`config.mk`:
```
export PLATFORM = sky130hd
export DESIGN_NAME = inval_queue_fence
export DESIGN_NICKNAME = d
export VERILOG_FILES = /design/src/rtl/inval_queue_fence.sv
export SDC_FILE = /design/constraint.sdc
export NUM_CORES = 1
export LEC_CHECK = 0
export ABC_AREA = 1
export ABC_CLOCK_PERIOD_IN_PS = 5500
export BUFFER_PORTS_ARGS = -buffer_cell sky130_fd_sc_hd__buf_2
export CAP_MARGIN = 25
export CORE_MARGIN = 2
export CORE_UTILIZATION = 50
export CTS_CLUSTER_DIAMETER = 80
export CTS_CLUSTER_SIZE = 30
export DETAILED_ROUTE_END_ITERATION = 10
export PLACE_DENSITY = 0.8
export SLEW_MARGIN = 20
export SYNTH_ARGS = -nofsm -noshare
export SYNTH_HDL_FRONTEND = slang
export SYNTH_SLANG_ARGS = --single-unit
```
`constraint.sdc`:
```
create_clock -name clk -period 5.5 [get_ports clk]
set_clock_uncertainty 0.2 [all_clocks]
set_input_delay 0.825 -clock clk [delete_from_list [all_inputs] [get_ports clk]]
set_output_delay 0.825 -clock clk [all_outputs]
set_load 0.03 [all_outputs]
```
`src/rtl/inval_queue_fence.sv`:
```
module inval_queue_fence #(
  parameter int LINE_W = 6,
  parameter int DEPTH  = 8
) (
  input  logic              clk,
  input  logic              rst_n,
  input  logic              inv_valid,
  input  logic [LINE_W-1:0] inv_addr,
  output logic              inv_ack,
  output logic              cache_inv_valid,
  output logic [LINE_W-1:0] cache_inv_addr,
  input  logic              cache_inv_ready,
  input  logic              ld_req,
  output logic              ld_go,
  input  logic              fence_req,
  output logic              fence_done
);
  localparam int PTR_W = (DEPTH > 1) ? $clog2(DEPTH) : 1;
  localparam int CNT_W = $clog2(DEPTH + 1);

  logic [LINE_W-1:0] slots [DEPTH];
  logic [PTR_W-1:0]  wr_ptr, rd_ptr;
  logic [CNT_W-1:0]  count, fence_left;
  logic              fence_pend;

  wire full = (count == CNT_W'(DEPTH));
  wire push = inv_valid && !full;
  wire pop  = (count != '0) && cache_inv_ready;

  assign inv_ack         = push;
  assign cache_inv_valid = (count != '0);
  assign cache_inv_addr  = slots[rd_ptr];
  assign fence_done      = fence_pend && (fence_left == '0);
  assign ld_go           = ld_req && (!fence_pend || fence_done);

  function automatic logic [PTR_W-1:0] bump(input logic [PTR_W-1:0] p);
    return (p == PTR_W'(DEPTH - 1)) ? '0 : p + 1'b1;
  endfunction

  always_ff @(posedge clk)
    if (push) slots[wr_ptr] <= inv_addr;

  always_ff @(posedge clk) begin
    if (!rst_n) begin
      wr_ptr     <= '0;
      rd_ptr     <= '0;
      count      <= '0;
      fence_pend <= 1'b0;
      fence_left <= '0;
    end else begin
      if (push) wr_ptr <= bump(wr_ptr);
      if (pop)  rd_ptr <= bump(rd_ptr);
      case ({push, pop})
        2'b10:   count <= count + 1'b1;
        2'b01:   count <= count - 1'b1;
        default: count <= count;
      endcase
      if (fence_req && !fence_pend) begin
        fence_pend <= 1'b1;
        fence_left <= count - CNT_W'(pop);
      end else if (fence_pend) begin
        if (fence_left == '0) fence_pend <= 1'b0;
        else if (pop)         fence_left <= fence_left - 1'b1;
      end
    end
  end

  AST_ACK_QUEUES: assert property (@(posedge clk) disable iff (!rst_n)
    inv_valid && inv_ack |=> cache_inv_valid);
  AST_HELD_NOT_EMPTY: assert property (@(posedge clk) disable iff (!rst_n)
    inv_valid && !inv_ack |-> cache_inv_valid);
  AST_FENCE_STALL: assert property (@(posedge clk) disable iff (!rst_n)
    fence_req && !fence_pend && cache_inv_valid && !cache_inv_ready |=> !ld_go);
  AST_DONE_PULSE: assert property (@(posedge clk) disable iff (!rst_n)
    fence_done |=> !fence_done);
  AST_EMPTY_FENCE: assert property (@(posedge clk) disable iff (!rst_n)
    fence_req && !fence_pend && !cache_inv_valid |=> fence_done);
  AST_RESET_IDLE: assert property (@(posedge clk)
    $rose(rst_n) |-> !cache_inv_valid && !fence_done);
endmodule

```
# Word level (Yosys, flattened, before mapping)
# Memories as Yosys holds them, arrays and structs flattened. A register that Yosys moved wholly into a read port is not among the register bits.
# Cells that the tools add are included.
# totals
inputBits	12
output_inout_bits	10
register_bits	15
word_cells	46
mem_count	1
mem_bits_rw	48
# op_classes
n_eq_ne	6
n_reduce_logical	14
add_sub_neg	6
muxes	14
# memory_table
memory	words	word_bits	rd	rd_ports_with_merged_regs	wr	line	rtl
slots	8	6	1	1	1	21	logic [LINE_W-1:0] slots [DEPTH];
# op_table
op	count
4-bit two-way mux	4
3-bit two-way mux	4
4-bit case mux with 2 select lines	1
4-bit by 1-bit subtractor with 4-bit output (second input constant)	2
3-bit by 1-bit adder with 3-bit output (second input constant)	2
3-bit equality test (second input constant)	2
2-bit nonzero test	3
1-bit logical AND	5
1-bit two-way mux	5
4-bit by 1-bit adder with 4-bit output (second input constant)	1
4-bit equality test (second input constant)	1
4-bit zero test	1
4-bit nonzero test	1
4-bit by 1-bit subtractor with 4-bit output	1
3-bit AND reduction	1
2-bit by 1-bit equality test with 1-bit output (second input constant)	1
2-bit equality test (second input constant)	1
1-bit zero test	2
2-bit != test (second input constant)	1
1-bit logical OR	1

# Depth between registers and ports, before layout
# Gate-level depths: netlist (run 1).
# depth
depth_word	6
mapped_depth	14
depth_no_buf	14

# Least setup slack after synthesis (run 1)
# Ideal clock, no wire load.
# synth_path
path_type	input to output
startpoint	input ld_req
endpoint	output ld_go
cell_stages	1
t_required_ps	4475
setup_slack_ps	2931
arrival_ps	1544
path_buffers	0
cell_sequence	a21boi_0
# synth_via
elab_chain_len	1
# synth_rtl
item	line	rtl
from (decl)	13	input logic ld_req,
1-bit logical AND	34	assign ld_go = ld_req && (!fence_pend || fence_done);
to (decl)	14	output logic ld_go,
# No other way between the ends.

==> Flow_metrics.wiki, run 1 <==
{| class="wikitable"
! Metric !! Value
|-
| Transition time of the tightest slew-check pin || 0.903 ns
|-
| Hold path endpoint || fence_left[1]
|-
| DRT Pass-1 Iters || 4
|-
| Vias in the first global route || 1908
|-
| Std-Cell Rows || 28
|-
| Overall routing resource usage || 0.189
|-
| Placeable Area || 5850 µm²
|-
| Share of synthesized cell area in and, or, nand and nor gates || 0.180
|-
| Initial Utilization || 0.512
|-
| Cell depth of the worst hold path || 2
|-
| Largest family of logic cells by synthesized area || simple AND/OR/NAND/NOR gates
|-
| Most frequent standard cell in the layout excluding fill and tap cells || sky130_fd_sc_hd__edfxtp_1
|-
| Synth cell types || 32
|-
| Total negative setup slack || 0 ns
|-
| Power density relative to cell area || 493 nW/µm²
|-
| Number of antenna violations at the first check in global routing || 0
|-
| Combined area of the multi-input logic cells || 1060 µm²
|-
| Final weighted congestion in routability-driven placement || 0.807
|-
| TritonCTS clock tree || built
|-
| Maximum level of the CTS H-tree || 3
|-
| Number of inserted diodes || 0
|-
| Sequential cell area in the final layout || 1800 µm²
|-
| Netlist Area Pre-Place || 3000 µm²
|-
| Number of vias per cell after detailed routing || 5.21
|-
| Number of instances in the synthesized netlist || 285
|-
| WP data required || 4.47 ns
|-
| Shortest period the worst path allows || 3.25 ns
|-
| Overflow left after global routing || 0
|-
| Resize count post-CTS || 0
|-
| HPWL after DPL || 3850 µm
|-
| Setup slack on the worst flop-to-flop path || 3.24 ns
|-
| Number of violations of the max-capacitance limit || 0
|-
| Root cell of the clock tree || sky130_fd_sc_hd__clkbuf_8
|-
| Clock insertion delay at the later pin of the skew report || 0.33 ns
|-
| Final Core Density || 0.581
|-
| Die outline height || 81.4 µm
|-
| Syn-to-layout area delta || 13.4%
|-
| Critical path arrival || 2.23 ns
|-
| Mean instance size in the synthesized netlist || 10.5 µm²
|-
| Count of boundary I/O pins || 22
|-
| Max-slew violation count || 0
|-
| Origin of the critical flop-to-flop path || count[0]
|-
| Static power due to leakage || 1.38 nW
|-
| Flop and latch count out of synthesis || 66
|-
| Run status || complete, no violations
|-
| Unrepaired setup endpoints after global routing || no
|-
| Endpoint kind of the worst setup timing path || primary output
|-
| DRC violations left || 0
|-
| Critical register-to-register path endpoint || count[2]
|-
| Mapped Nets || 308
|-
| Final routed wire length divided by cell count || 14.3 µm
|-
| Beginning of the worst hold path || fence_left[1]
|-
| Dominant cells by area after synthesis || sky130_fd_sc_hd__edfxtp_1 48%, sky130_fd_sc_hd__dfxtp_1 12%, sky130_fd_sc_hd__nand2_1 5.8%
|-
| Worst Path Class, Setup || reg2out
|-
| Maximum clock path buffer count || 2
|-
| Most frequent cells in the layout || 48 x sky130_fd_sc_hd__edfxtp_1, 46 x sky130_fd_sc_hd__nand2_1, 44 x sky130_fd_sc_hd__nor2_1
|-
| Portion of synthesized cell area occupied by the leading cell type || 0.481
|-
| Portion of the post-synthesis area used by sequential elements || 0.601
|-
| Synth warn || 0
|-
| Min-Delay Path Class || reg2reg
|-
| IO buf count || 21
|-
| Finish-stage setup viols || 0
|-
| Total clock buffers created by CTS || 9
|-
| Clock slew seen by the registers of the worst setup and hold paths || 0.07 ns
|-
| Count of antenna-violating nets left after detailed routing || 0
|-
| Sort of element at the start of the critical path || flop
|-
| Share of post-route cells with drive strength above 1 || 0.175
|-
| Max-slew headroom at the worst pin || 0.397
|-
| Peak supply drop || 0.322 mV
|-
| Mux cell area share after synthesis || 0.0200
|-
| Die Width || 81.4 µm
|-
| Post-synthesis share of cell area spent on xor and xnor gates || 0.0117
|-
| Detailed-route via count || 2032
|-
| Routed WL || 5570 µm
|-
| Biggest fanout along the worst timing path || 25
|-
| Hold violation count in the final report || 0
|-
| Compound-cell area share of the yosys netlist || 0.0956
|-
| Post-synthesis adder-cell area fraction || 0.0459
|-
| Largest net degree at the start of global routing || 26
|-
| Fillers || 467
|-
| Global-route wire length before repair || 9230 µm
|-
| Final layout net count || 333
|-
| Die area || 6630 µm²
|-
| Share of the clock period used by the worst path || 0.591
|-
| Worst R2R Path Depth || 12
|-
| DRT iter0 DRCs || 157
|-
| Number of buffers inserted to repair setup after CTS || 0
|-
| Number of buffers inserted for hold repair after clock tree synthesis || 0
|-
| Num Clock Sinks || 66
|-
| Maximum frequency from static timing analysis || 307 MHz
|-
| Biggest area consumer among synthesized cells || sky130_fd_sc_hd__edfxtp_1
|}
cells by family (layout without fill, tap and decap cells):
| group | count (synthesis) | count (layout) |
|---|---|---|
| AOI/OAI and AO/OA | 53 | 53 |
| xor gates and xnor gates | 4 | 4 |
| adders and majority gates | 11 | 11 |
| buffers and inverters | 31 | 61 |
| DFF | 66 | 66 |
| muxes | 6 | 6 |
| and+or+nand+nor | 114 | 114 |
power by group:
part | internal (mW) | leakage [nW] | switching, mW
Clock | 0.315 | 0.127 | 0.184
Sequential | 0.595 | 0.584 | 0.0703
Combinational | 0.178 | 0.668 | 0.335
sequential cells by signal, summed over array words and instances, names as in the netlist, named ones only:
signal,count
fence_left,4
fence_pend,1
count,4
rd_ptr,3
wr_ptr,3
slots,48
cell usage after synthesis, drive strengths merged:
cell type	n
nand3b	2
dfxtp	18
and3	1
a21oi	8
buf	6
o211a	1
nand3	10
a21boi	1
o22ai	6
inv	24
or2	1
a22oi	1
clkbuf	1
nor2	48
ha	11
nand4	1
o21ai	36
mux2i	6
nand2	51
xor2	3
edfxtp	48
xnor2	1
worst max path at each step:
stage | slack, ns | end | from | depth (start not counted)
after detailed placement | 2.63 | cache_inv_addr[5] | flop | 6
after floorplan | 2.93 | ld_go | ld_req | 1
after global routing | 2.02 | cache_inv_addr[5] | flop | 6
after global placement | 2.73 | cache_inv_addr[4] | flop | 6
after CTS | 2.26 | cache_inv_addr[5] | flop | 6
final | 2.25 | cache_inv_addr[5] | flop | 6
worst max-delay path: stages (launching register included):
cell	delay (ns)
sky130_fd_sc_hd__dfxtp_1	0.91
sky130_fd_sc_hd__inv_2	0.30
sky130_fd_sc_hd__o21ai_0	0.29
sky130_fd_sc_hd__o21ai_1	0.11
sky130_fd_sc_hd__nand2_1	0.07
sky130_fd_sc_hd__nand2_1	0.05
sky130_fd_sc_hd__buf_2	0.17
per-stage QoR:
step           worst slack (ns)  area (µm²)  std cells  hold slack (ns)  total power [mW]
3_3_place_gp               2.73        3150        374            0.274              1.17
3_5_place_dp               2.63        3150        374            0.282              1.19
2_1_floorplan              2.93        3000        285            0.255              1.08
5_1_grt                    2.02        3400        390            0.337              1.79
6_report                   2.25        3400        390            0.295              1.68
4_1_cts                    2.26        3400        390            0.295              1.69
layout make-up:
cell class | instances | area share
Sequential cell | 66 | 0.530
Multi-Input combinational cell | 188 | 0.312
Clock buffer | 10 | 0.0405
Clock inverter | 6 | 0.0331
Timing Repair Buffer | 21 | 0.0309
Tap cell | 75 | 0.0276
Inverter | 24 | 0.0265
per-layer routing:
layer  track usage  routed length (µm)
met5             0                   0
met4        0.0712                  59
met3        0.0516                 290
met2         0.327                2810
met1         0.225                2410
Note: power is estimated with default switching activity, not from simulation.
==> run 2: changes to the inputs <==
Settings changed: ABC_AREA 1 to 0, ABC_CLOCK_PERIOD_IN_PS 5500 to 3200.
Clock period 5.5 ns to 3.2 ns, I/O delays scaled along.
==> run 2 against run 1 <==
Die area is 3.1% lower. Register-to-register slack worse by 2.8 ns. Combinational power is 38% higher. First-iteration DRC count is 61% lower. Design area is 2.5% lower. Core utilization is 1.7 points higher. Largest power group unchanged.
==> Flow_metrics.wiki, run 2 <==
{| class="wikitable"
! Metric !! Value
|-
| Maximum level of the CTS H-tree || 3
|-
| Peak supply drop || 0.403 mV
|-
| Resize count post-CTS || 0
|-
| Number of instances in the synthesized netlist || 192
|-
| Sort of element at the start of the critical path || flop
|-
| Endpoint kind of the worst setup timing path || flop
|-
| Overall routing resource usage || 0.181
|-
| Final layout net count || 245
|-
| Most frequent cell after synthesis || sky130_fd_sc_hd__edfxtp_1
|-
| TritonCTS clock tree || built
|-
| DRC violations left || 0
|-
| Fillers || 424
|-
| Synth cell types || 39
|-
| Count of flip-flops with a built-in enable after synthesis || 48
|-
| Synth warn || 0
|-
| Register bank with the most flops || slots
|-
| DRT iter0 DRCs || 62
|-
| Biggest area consumer among synthesized cells || sky130_fd_sc_hd__edfxtp_1
|-
| Total power || 2.58 mW
|-
| Unrepaired setup endpoints after global routing || no
|-
| Total negative setup slack || 0 ns
|-
| Flop and latch count out of synthesis || 66
|-
| Kind of cell with the highest combined delay on the critical path || compound AO/OA/AOI/OAI gates
|-
| Share of the clock period used by the worst path || 0.869
|-
| Worst Path Class, Setup || reg2reg
|-
| Final weighted congestion in routability-driven placement || 0.804
|-
| Critical register-to-register path endpoint || count[2]
|-
| Portion of synthesized cell area occupied by the leading cell type || 0.497
|-
| Shortest period the worst path allows || 2.78 ns
|-
| Largest registers ranked by flip-flop count || slots: 48 flops, count: 4 flops, fence_left: 4 flops
|-
| Number of vias per cell after detailed routing || 5.44
|-
| Number of buffers inserted to repair setup after CTS || 0
|-
| Cells along the critical path || inv_1, o41ai_4, ha_1, xor2_1, ha_1, a21oi_1, xor2_1, or3_1, a21boi_0
|-
| Max-slew violation count || 0
|-
| Detailed-route via count || 1627
|-
| Number of violations of the max-capacitance limit || 0
|-
| Max reg flops || 48
|-
| Hold violation count in the final report || 0
|-
| Finish-stage setup viols || 0
|-
| Global-route wire length before repair || 8240 µm
|-
| Combined area of the multi-input logic cells || 1020 µm²
|-
| Biggest fanout along the worst timing path || 11
|-
| Mapped Nets || 215
|-
| Final routed wire length divided by cell count || 16.9 µm
|-
| Cell depth of the worst hold path || 3
|-
| Leading cell types by count after synthesis || 48 x sky130_fd_sc_hd__edfxtp_1, 18 x sky130_fd_sc_hd__dfxtp_1, 14 x sky130_fd_sc_hd__nand2_1
|-
| Most frequent cells in the layout || 48 x sky130_fd_sc_hd__edfxtp_1, 21 x sky130_fd_sc_hd__buf_2, 18 x sky130_fd_sc_hd__dfxtp_1
|-
| Maximum clock path buffer count || 2
|-
| Netlist Area Pre-Place || 2900 µm²
|-
| Beginning of the worst hold path || fence_req
|-
| Largest net degree at the start of global routing || 19
|-
| Predominant post-synthesis flop cell || sky130_fd_sc_hd__edfxtp_1
|-
| Count of antenna-violating nets left after detailed routing || 0
|-
| WP data required || 3.27 ns
|-
| DRT Pass-1 Iters || 4
|-
| Overflow left after global routing || 0
|-
| Clock insertion delay at the later pin of the skew report || 0.34 ns
|-
| Static power due to leakage || 1.20 nW
|-
| Share of post-route cells with drive strength above 1 || 0.295
|-
| Count of boundary I/O pins || 22
|-
| Mean instance size in the synthesized netlist || 15.1 µm²
|-
| Power density relative to cell area || 779 nW/µm²
|-
| Transition time of the tightest slew-check pin || 0.721 ns
|-
| Total clock buffers created by CTS || 9
|-
| Run status || complete, no violations
|-
| Min-Delay Path Class || in2reg
|-
| Critical path arrival || 2.85 ns
|-
| Sequential cell area in the final layout || 1800 µm²
|-
| Worst R2R Path Depth || 9
|-
| Dominant cells by area after synthesis || sky130_fd_sc_hd__edfxtp_1 50%, sky130_fd_sc_hd__dfxtp_1 12%, sky130_fd_sc_hd__mux4_2 9.3%
|-
| Number of buffers inserted for hold repair after clock tree synthesis || 0
|-
| Die Width || 80.1 µm
|-
| Root cell of the clock tree || sky130_fd_sc_hd__clkbuf_8
|-
| Portion of the post-synthesis area used by sequential elements || 0.621
|-
| Number of inserted diodes || 0
|-
| Number of antenna violations at the first check in global routing || 0
|-
| HPWL after DPL || 3420 µm
|-
| Max-slew headroom at the worst pin || 0.517
|-
| Syn-to-layout area delta || 14.4%
|-
| Die area || 6420 µm²
|-
| Clock slew seen by the registers of the worst setup and hold paths || 0.08 ns
|-
| Hold path endpoint || fence_pend
|-
| Std-Cell Rows || 27
|-
| Placeable Area || 5540 µm²
|-
| IO buf count || 21
|-
| Setup slack on the worst flop-to-flop path || 0.42 ns
|-
| Origin of the critical flop-to-flop path || count[3]
|-
| Most frequent standard cell in the layout excluding fill and tap cells || sky130_fd_sc_hd__edfxtp_1
|-
| Num Clock Sinks || 66
|-
| Async set or reset register ratio after synthesis || 0
|-
| Maximum frequency from static timing analysis || 360 MHz
|-
| Initial Utilization || 0.523
|-
| Die outline height || 80.1 µm
|-
| Highest-delay cell along the critical path || sky130_fd_sc_hd__o41ai_4
|-
| Routed WL || 5070 µm
|-
| Largest stage delay, worst path || 0.61 ns
|-
| CP bufs+invs || 1
|-
| Vias in the first global route || 1636
|}
[run 2: routing by layer]
layer | wire length (µm) | part of all wire | global-route usage | up-vias
li1 | - | - | - | 786
met1 | 2230 | 0.44 | 0.228 | 804
met2 | 2540 | 0.50 | 0.287 | 29
met3 | 194 | 0.038 | 0.0315 | 8
met4 | 102 | 0.020 | 0.117 | 0
met5 | 0 | 0 | 0 | -
[run 2: cell families (layout without fill, tap and decap cells)]
logic type	count (synthesis)	after routing	synth area share
adders and majority gates	11	11	0.0475
xor gates and xnor gates	7	7	0.0211
muxes	20	20	0.123
DFF	66	66	0.621
and+or+nand+nor	52	52	0.0975
buffers and inverters	16	51	0.0276
AOI/OAI and AO/OA	20	20	0.0613
[run 2: through the flow]
| stage | std cells | hold WS [ns] | instance area, µm² | utilization | setup slack [ns] |
|---|---|---|---|---|---|
| after floorplan | 192 | 0.267 | 2900 | - | 0.669 |
| after global placement | 283 | 0.292 | 3090 | 0.558 | 0.530 |
| after detailed placement | 283 | 0.296 | 3090 | 0.558 | 0.410 |
| after CTS | 299 | 0.178 | 3320 | 0.599 | 0.385 |
| after global routing | 299 | 0.213 | 3320 | 0.599 | 0.245 |
| final | 299 | 0.186 | 3320 | 0.599 | 0.419 |
[run 2: how the worst max path moves through the flow]
| stage | slack, ns | cells after the start | start | endpoint |
|---|---|---|---|---|
| floorplan | 0.67 | 10 | count[0] | count[2] |
| global placement | 0.53 | 9 | count[3] | count[2] |
| detailed placement | 0.41 | 9 | count[3] | count[2] |
| CTS | 0.39 | 9 | count[3] | count[2] |
| global route | 0.24 | 9 | count[3] | count[2] |
| finish | 0.42 | 9 | count[3] | count[2] |
[run 2: layout make-up]
type | count | share of cell area
timing repair buffer | 27 | 0.0453
clock inverter | 7 | 0.0306
sequential | 66 | 0.543
inverter | 8 | 0.00981
multi-input combinational | 110 | 0.307
tap | 72 | 0.0272
clock buffer | 9 | 0.0373
[run 2: worst reg2reg max path: cells and delay by family, from the launching register on]
kind,cells,cell delay [ns]
AOI/OAI and AO/OA,3,0.81
adders and majority gates,2,0.53
DFF,1,0.40
xor gates and xnor gates,2,0.34
and+or+nand+nor,1,0.30
buffers and inverters,1,0.13
[run 2: power breakdown]
group | internal [mW] | total (mW) | switching, mW
Clock | 0.443 | 0.785 | 0.342
Sequential | 0.992 | 1.09 | 0.0964
Combinational | 0.319 | 0.709 | 0.390
Total | 1.76 | 2.58 | 0.828
==> run 3: changes to the inputs <==
Settings changed: ABC_AREA 0 to 1, CTS_BUF_LIST set to sky130_fd_sc_hd__clkbuf_8.
==> run 3 against run 2 <==
Sequential power grew 4%. Critical path depth fell by 4. Routed wire length up 10%. Global-route usage rose by 0.58 points. Maximum frequency up 6.1%. Clock-buffer cell count increased by 1. Largest cell class unchanged. Register-to-register slack better by 0.55 ns. Non-clock buffer count down 5. Worst hold slack better by 0.040 ns. Die area is 3.2% higher.
==> Flow_metrics.wiki, run 3 (synthesis gave the netlist of run 1 again) <==
{| class="wikitable"
! Metric !! Value
|-
| Final Core Density || 0.573
|-
| Num Clock Sinks || 66
|-
| Routed WL || 5580 µm
|-
| Maximum clock path buffer count || 2
|-
| Shortest period the worst path allows || 2.62 ns
|-
| DRT Pass-1 Iters || 4
|-
| Peak supply drop || 0.571 mV
|-
| Number of antenna violations at the first check in global routing || 0
|-
| Worst Path Class, Setup || reg2out
|-
| Maximum level of the CTS H-tree || 3
|-
| Critical path arrival || 1.94 ns
|-
| Overall routing resource usage || 0.187
|-
| Setup slack on the worst flop-to-flop path || 0.97 ns
|-
| Root cell of the clock tree || sky130_fd_sc_hd__clkbuf_8
|-
| Number of buffers inserted for hold repair after clock tree synthesis || 0
|-
| IO buf count || 21
|-
| Static power due to leakage || 1.36 nW
|-
| Power density relative to cell area || 811 nW/µm²
|-
| Endpoint kind of the worst setup timing path || primary output
|-
| Finish-stage setup viols || 0
|-
| TritonCTS clock tree || built
|-
| Fillers || 487
|-
| Resize count post-CTS || 0
|-
| Hold violation count in the final report || 0
|-
| Overflow left after global routing || 0
|-
| Die Width || 81.4 µm
|-
| Most frequent standard cell in the layout excluding fill and tap cells || sky130_fd_sc_hd__edfxtp_1
|-
| HPWL after DPL || 4020 µm
|-
| Clock insertion delay at the later pin of the skew report || 0.34 ns
|-
| Die area || 6630 µm²
|-
| Placeable Area || 5850 µm²
|-
| Syn-to-layout area delta || 11.9%
|-
| Register bank with the most flops || slots
|-
| Biggest fanout along the worst timing path || 24
|-
| Global-route wire length before repair || 9050 µm
|-
| DRC violations left || 0
|-
| Std-Cell Rows || 28
|-
| Clock slew seen by the registers of the worst setup and hold paths || 0.07 ns
|-
| Count of boundary I/O pins || 22
|-
| Sort of element at the start of the critical path || flop
|-
| Share of the clock period used by the worst path || 0.819
|-
| Min-Delay Path Class || in2reg
|-
| Share of post-route cells with drive strength above 1 || 0.174
|-
| Largest net degree at the start of global routing || 25
|-
| Most frequent cells in the layout || 48 x sky130_fd_sc_hd__edfxtp_1, 46 x sky130_fd_sc_hd__nand2_1, 44 x sky130_fd_sc_hd__nor2_1
|-
| Largest registers ranked by flip-flop count || slots: 48 flops, count: 4 flops, fence_left: 4 flops
|-
| Die outline height || 81.4 µm
|-
| Unrepaired setup endpoints after global routing || no
|-
| Count of antenna-violating nets left after detailed routing || 0
|-
| Number of buffers inserted to repair setup after CTS || 0
|-
| DRT iter0 DRCs || 225
|-
| Final routed wire length divided by cell count || 14.3 µm
|-
| Number of inserted diodes || 0
|-
| Max reg flops || 48
|-
| Vias in the first global route || 1991
|-
| Total negative setup slack || 0 ns
|-
| Maximum frequency from static timing analysis || 381 MHz
|-
| Max-slew headroom at the worst pin || 0.517
|-
| Transition time of the tightest slew-check pin || 0.724 ns
|-
| Initial Utilization || 0.512
|-
| Number of vias per cell after detailed routing || 5.19
|-
| WP data required || 2.52 ns
|-
| Detailed-route via count || 2028
|-
| Final weighted congestion in routability-driven placement || 0.847
|-
| Number of violations of the max-capacitance limit || 0
|-
| Total clock buffers created by CTS || 9
|-
| Run status || complete, no violations
|-
| Final layout net count || 334
|-
| Max-slew violation count || 0
|}
[run 3: cell type report]
type | instances | area [µm²] | share of cell area
sequential | 66 | 1800 | 0.537
multi-input combinational | 188 | 1060 | 0.316
clock buffer | 10 | 138 | 0.0410
timing repair buffer | 22 | 113 | 0.0336
tap | 75 | 93.8 | 0.0280
inverter | 24 | 90.1 | 0.0269
clock inverter | 6 | 58.8 | 0.0175
[run 3: path summary, 6_finish.rpt]
check	cells past startpoint	start	end
max reg2reg	12	count[0]	count[2]
max	5	flop	cache_inv_addr[0]
min	1	inv_addr[1]	slots[0][1]
min reg2reg	2	fence_left[1]	fence_left[1]
[run 3: through the flow]
stage	std cells	hold slack, ns	power, mW	setup WS, ns	cell area [µm²]
3_3_place_gp	375	0.274	2.02	0.994	3160
3_5_place_dp	375	0.286	2.06	0.947	3160
6_report	391	0.227	2.72	0.578	3350
5_1_grt	391	0.220	2.90	0.343	3350
4_1_cts	391	0.217	2.74	0.567	3350
2_1_floorplan	285	0.255	1.85	1.13	3000
[run 3: worst max-delay path, cell delays in order, from the launching register on]
cell                      delay, ns
sky130_fd_sc_hd__dfxtp_1       0.79
sky130_fd_sc_hd__o21ai_0       0.22
sky130_fd_sc_hd__o22ai_1       0.25
sky130_fd_sc_hd__nand2_1       0.09
sky130_fd_sc_hd__nand2_1       0.06
sky130_fd_sc_hd__buf_2         0.18
[run 3: where the power goes]
part           switching [mW]  leakage [nW]  total (mW)  internal [mW]
registers               0.111         0.584        1.13           1.02
clock network           0.308        0.0995       0.684          0.375
logic                   0.591         0.674       0.903          0.311
[run 3: layer usage]
layer / part of all wire / global-route usage / vias up
met5: 0 / 0 / -
met4: 0.015 / 0.0915 / 0
met3: 0.045 / 0.0385 / 8
met2: 0.51 / 0.317 / 51
met1: 0.43 / 0.226 / 949
li1: - / - / 1020
